### src/rtl/rstc_pkg.sv
package rstc_pkg;

    // State that follows one reset episode from start to release
    typedef struct packed {
        logic hold;     // combined reset held in a register
        logic qual;     // a mode-changing source was seen in this episode
        logic pulse;    // mode re-sample strobe
    } rstc_epi_t;

    localparam rstc_epi_t EPI_IDLE = '{hold: 1'b1, qual: 1'b0, pulse: 1'b0};

    function automatic int unsigned settle_len(input logic long_sel,
                                               input int unsigned short_len,
                                               input int unsigned long_len);
        return long_sel ? long_len : short_len;
    endfunction

endpackage

### src/rtl/rstc_pin_sync.sv
module rstc_pin_sync #(
    parameter int unsigned STAGES = 2
) (
    input  logic clk,
    input  logic arst,
    input  logic pin_in,
    input  logic drive_lo,
    output logic ext_req
);

    typedef struct packed {
        logic [STAGES-1:0] sync;
        logic [STAGES-1:0] blank;
    } sync_t;

    sync_t st_d, st_q;

    always_comb begin
        st_d = st_q;
        st_d.sync  = {st_q.sync[STAGES-2:0], pin_in};
        st_d.blank = {st_q.blank[STAGES-2:0], drive_lo};
    end

    always_ff @(posedge clk or posedge arst) begin
        if (arst) begin
            st_q.sync  <= '1;
            st_q.blank <= '0;
        end else begin
            st_q <= st_d;
        end
    end

    // A low pad level counts only when our own drive cannot explain it
    assign ext_req = ~st_q.sync[STAGES-1] & ~drive_lo & ~(|st_q.blank);

endmodule

### src/rtl/rstc_por_timer.sv
module rstc_por_timer #(
    parameter int unsigned SHORT_CYC = 224,
    parameter int unsigned LONG_CYC  = 4064
) (
    input  logic clk,
    input  logic arst,
    input  logic long_sel,
    output logic busy
);
    import rstc_pkg::*;

    localparam int unsigned CW = $clog2(LONG_CYC);

    logic [CW-1:0] cnt_d, cnt_q;
    logic [CW-1:0] last;

    always_comb begin
        last  = CW'(settle_len(long_sel, SHORT_CYC, LONG_CYC) - 1);
        busy  = (cnt_q < last);
        cnt_d = cnt_q;
        if (busy) begin
            cnt_d = cnt_q + 1'b1;
        end
    end

    always_ff @(posedge clk or posedge arst) begin
        if (arst) begin
            cnt_q <= '0;
        end else begin
            cnt_q <= cnt_d;
        end
    end

endmodule

### src/rtl/rstc_episode.sv
module rstc_episode (
    input  logic clk,
    input  logic arst,
    input  logic src_active,
    input  logic qual_now,
    output logic hold,
    output logic pulse
);
    import rstc_pkg::*;

    rstc_epi_t epi_d, epi_q;

    always_comb begin
        epi_d       = epi_q;
        epi_d.hold  = src_active;
        epi_d.qual  = src_active & (epi_q.qual | qual_now);
        epi_d.pulse = epi_q.hold & ~src_active & (epi_q.qual | qual_now);
    end

    always_ff @(posedge clk or posedge arst) begin
        if (arst) begin
            epi_q <= EPI_IDLE;
        end else begin
            epi_q <= epi_d;
        end
    end

    assign hold  = epi_q.hold;
    assign pulse = epi_q.pulse;

endmodule

### src/rtl/mcu_reset_ctrl.sv
module mcu_reset_ctrl #(
    parameter int unsigned SHORT_CYC   = 224,
    parameter int unsigned LONG_CYC    = 4064,
    parameter int unsigned SYNC_STAGES = 2
) (
    input  logic clk,
    input  logic pwr_on_req,
    input  logic wdog_req,
    input  logic bad_addr_req,
    input  logic low_volt_req,
    input  logic cfg_wdog_en,
    input  logic cfg_long_settle,
    input  logic rst_pin_in,
    output logic rst_pin_drive,
    output logic sys_rst_n,
    output logic mode_resample
);

    logic settle_busy;
    logic ext_req;
    logic wdog_live;
    logic src_active;
    logic qual_now;
    logic hold;

    rstc_por_timer #(
        .SHORT_CYC (SHORT_CYC),
        .LONG_CYC  (LONG_CYC)
    ) u_timer (
        .clk      (clk),
        .arst     (pwr_on_req),
        .long_sel (cfg_long_settle),
        .busy     (settle_busy)
    );

    rstc_pin_sync #(
        .STAGES (SYNC_STAGES)
    ) u_sync (
        .clk      (clk),
        .arst     (pwr_on_req),
        .pin_in   (rst_pin_in),
        .drive_lo (rst_pin_drive),
        .ext_req  (ext_req)
    );

    always_comb begin
        wdog_live     = cfg_wdog_en & wdog_req;
        rst_pin_drive = low_volt_req | wdog_live;
        qual_now      = ext_req | wdog_live | low_volt_req;
        src_active    = settle_busy | bad_addr_req | qual_now;
    end

    rstc_episode u_epi (
        .clk        (clk),
        .arst       (pwr_on_req),
        .src_active (src_active),
        .qual_now   (qual_now),
        .hold       (hold),
        .pulse      (mode_resample)
    );

    assign sys_rst_n = ~(hold | src_active);

endmodule

### config.mk
export PLATFORM = sky130hd
export DESIGN_NAME = mcu_reset_ctrl
export DESIGN_NICKNAME = d
export VERILOG_FILES = /design/src/rtl/rstc_pkg.sv /design/src/rtl/rstc_pin_sync.sv /design/src/rtl/rstc_por_timer.sv /design/src/rtl/rstc_episode.sv /design/src/rtl/mcu_reset_ctrl.sv
export SDC_FILE = /design/constraint.sdc
export NUM_CORES = 1
export LEC_CHECK = 0
export ABC_AREA = 1
export BUFFER_PORTS_ARGS = -buffer_cell sky130_fd_sc_hd__buf_2
export CAP_MARGIN = 20
export CORE_ASPECT_RATIO = 1.4
export CORE_MARGIN = 2
export CORE_UTILIZATION = 58
export CTS_BUF_LIST = sky130_fd_sc_hd__clkbuf_8
export DETAILED_ROUTE_END_ITERATION = 6
export GPL_TIMING_DRIVEN = 0
export PLACE_DENSITY = 0.87
export SLEW_MARGIN = 20
export SYNTH_ARGS = -nofsm -noshare
export SYNTH_HDL_FRONTEND = slang
export SYNTH_SLANG_ARGS = --single-unit
### constraint.sdc
create_clock -name clk -period 2.7 [get_ports clk]
set_input_delay 0.27 -clock clk [delete_from_list [all_inputs] [get_ports clk]]
set_output_delay 0.27 -clock clk [all_outputs]
set_load 0.01 [all_outputs]
==> results.md <==
- Detailed-route wire length: 2.21 mm
- Total negative slack: 0 ps
- Area share of xor/xnor cells in the synthesized design: 0.0476
- DR WL/cell: between 10 and 15 µm
- TritonCTS buffer count: 3
- Vias per inst: 5.15
- Worst-path fanout max: 6
- Main combinational cell family by area after synthesis: simple AND/OR/NAND/NOR gates
- Achievable frequency: between 0.4 and 0.5 GHz
- Syn nets: around 160
- Port Buf Inserts: 10
- Type of element launching the critical path: flip-flop
- Post-detailed-placement half-perimeter wirelength: 1.64 mm
- Headroom to the max-slew limit: 0.523
- Worst hold margin: 95.2 ps
- Max-slew violation count: 0
- Max Root-Sink Buffers: 2
- # diodes: 0
- Simple logic cell fraction of the synthesized area: 0.354
- Post-Synthesis Cell Area: 0.00110 mm²
- Overall power consumption: between 0.0005 and 0.0006 W
- CP Cell Sequence: ha_1 > nand2_1 > nor2_1 > nand2_1 > nand3_2 > nand2_1 > nor2_1 > buf_2
- Number of antenna violations at the first check in global routing: 0
- Mean post-synth cell area: between 7 and 8 µm²
- Number of warning messages in the yosys log: 0
- Wire length of the first global-routing pass: 3.67 mm
- Sequential fraction of the synthesis area: 0.434
- Minimum clock period: ~2100 ps
- Most used cells in the layout excluding fill and tap cells: nand2_1 (64), dfrtp_1 (16), nor2_1 (15), inv_1 (15), buf_2 (10)
- DR iter-0 viols: 19
- Clock Sinks: 19
- Root cell of the clock tree: clkbuf_8
- Number of I/O pins: 11
- Worst vdd ir: 0.000341 V
- RD Place Congestion: 0.850
- Initial Utilization: 0.620
- # rows: 18
- Worst path top cell family by delay: simple AND/OR/NAND/NOR gates
- Number of levels the H-tree was split into: 1
- Share of synthesized area spent on multiplexers: 0
- Critical Setup Path Class: reg -> out
- Critical path endpoint category: output pin
- Leakage component of the power: approximately 0.7 nW
- Area enclosed by the die boundary: 0.00227 mm²
- Cell Pwr Density: 419 mW/mm²
- Placed cell area: around 0.0012 mm²
- Adder and majority cell fraction of the synthesized area: 0.0567
- Fill cell instance count of the final layout: 149
- WP buf/inv: 1
- Largest net degree at the start of global routing: 20
- Arrival time of data at the critical path endpoint: 1830 ps
- Final instance area: 0.00122 mm²
- Outcome: completed
- Slew @ Worst Pin: 714 ps
- Compound-gate portion of the synthesized area: 0.0272
- Post-route ant nets: 0
- Unrepaired setup endpoints after global routing: false
- Post-Syn Instances: 148
- Post-CTS Setup Inserts: 0
- Clock latency of the later-clocked register in the worst-skew pair: ~260 ps
- Share of the synthesized area in the top cell type: 0.363
- Post-CTS sizing: 0
- Vias in the first global route: 896
- Max-cap check violation count: 0
- Largest cells by area after synthesis: dfrtp_1 (36%), nand2_1 (22%), dfstp_2 (7.1%)
- Distinct cell type count after synthesis: 19
- Detailed Routing Iterations Pass 1: 4
- Hold Crit Class: in -> reg
- Hold violation total from the final report: 0
- Synth Register Bits: 19
- Most frequent cell on the critical path: nand2_1
- Combined global-route utilization of all metal layers: 0.231
- Data required, critical path: about 2400 ps
- Most common cell after layout, fill and taps aside: nand2_1
- Horiz. Die Dim: 40.9 µm
- Die boundary height: 55.6 µm
- Syn-to-layout area delta: 11.0%
- Clock Skews: 3.96 ps
- Worst path slowest cell: dfrtp_1
- Clock tree from TritonCTS: done
- Clock Pin Slew Worst Setup and Hold Paths: 70 ps
- Gr ovfl total: 0
- Vias after detailed routing: 937
- Total number of nets in the final design: between 150 and 200
- Area of the core: 0.00178 mm²
- Maximum cell stage delay along the critical path: 450 ps
- Layout cell share with drive strength beyond 1: 0.167
- # hold bufs at CTS: 0
- Final Cycle Share: 0.777
- Post-detailed-route DRC marker count: 0
- Top cell type by total area after synthesis: dfrtp_1
- Number of failing setup endpoints in the final timing report: 0
[Yosys cell counts (all sizes together)]
| cell | n |
|---|---|
| xor2 | 4 |
| nand4 | 4 |
| nand3 | 7 |
| nand2 | 65 |
| dfrtp | 16 |
| ha | 5 |
| dfstp | 3 |
| xnor2 | 2 |
| clkbuf | 1 |
| buf | 1 |
| or2 | 1 |
| inv | 17 |
| nor2 | 16 |
| o21ai | 3 |
| a21oi | 3 |
[power breakdown]
part | total [W] | leakage [nW] | switching [W] | internal, W
Combinational | 0.0000203 | 0.428 | 0.0000131 | 0.00000725
Sequential | 0.000290 | 0.229 | 0.00000117 | 0.000289
Clock | 0.000203 | 0.0255 | 0.0000997 | 0.000103
Total | 0.000513 | 0.683 | 0.000114 | 0.000399
[through the flow]
| step | utilization | worst slack [ps] | instances |
|---|---|---|---|
| 2_1_floorplan | - | 1090 | 148 |
| 6_report | 0.688 | 602 | 182 |
| 3_3_place_gp | 0.662 | 953 | 178 |
| 3_5_place_dp | 0.662 | 874 | 178 |
| 5_1_grt | 0.688 | 464 | 182 |
| 4_1_cts | 0.688 | 590 | 182 |
[final cells by class]
type / count / area, µm² / share of cell area
clock buffer: 3 / 41.3 / 0.0337
timing repair buffer: 10 / 50.0 / 0.0409
clock inverter: 1 / 5.00 / 0.00409
buffer: 2 / 25.0 / 0.0204
multi-input combinational: 110 / 536 / 0.437
sequential: 19 / 479 / 0.391
tap: 20 / 25.0 / 0.0204
inverter: 17 / 63.8 / 0.0521
[worst reg2reg max path, cell delays in order, from the launching register on]
cell and delay (ps):
dfrtp_1 450, ha_1 340, nand2_1 60, nor2_1 140
nand2_1 100, nand3_1 110, nor2_2 60, clkbuf_8 160
nand2_1 60, nand2_1 50
[state kept, by name, indices dropped and copies added, names as in the netlist]
name and count:
u_sync.st_d 2, u_epi.epi_q 1, u_epi.pulse 1, u_epi.hold 1, u_timer.cnt_q 12, u_sync.st_q 2
[worst paths after layout]
kind                                         startpoint                      endpoint  slack [ps]  depth (start not counted)
max                        u_timer.cnt_q[9]$_DFFE_PP0N_                     sys_rst_n         600                          8
min reg2reg                    u_sync.st_d[3]$_DFF_PP1_      u_sync.st_q[3]$_DFF_PP1_         360                          0
max reg2reg                u_timer.cnt_q[9]$_DFFE_PP0N_  u_timer.cnt_q[4]$_DFFE_PP0N_        1060                          9
max in group asynchronous                    pwr_on_req  u_timer.cnt_q[7]$_DFFE_PP0N_        2140                          2
min                                          rst_pin_in      u_sync.st_d[3]$_DFF_PP1_         100                          1
min in group asynchronous                    pwr_on_req      u_sync.st_d[1]$_DFF_PP0_         110                          2
[logic make-up after synthesis]
group,count (synthesis)
AO/OA/AOI/OAI,6
XOR/XNOR,6
adder cells (fa/ha/maj),5
buffers and inverters,19
flip-flops,19
AND/OR/NAND/NOR,93
[per-layer routing]
metal  global-route usage  wire length (µm)  vias up
met5                    0                 0        -
met4                0.148                76        0
met3               0.0480                85       13
met2                0.353              1170       21
met1                0.272               878      419
li1                     -                 -      484
No activity file was read; power rests on OpenSTA's default activity.
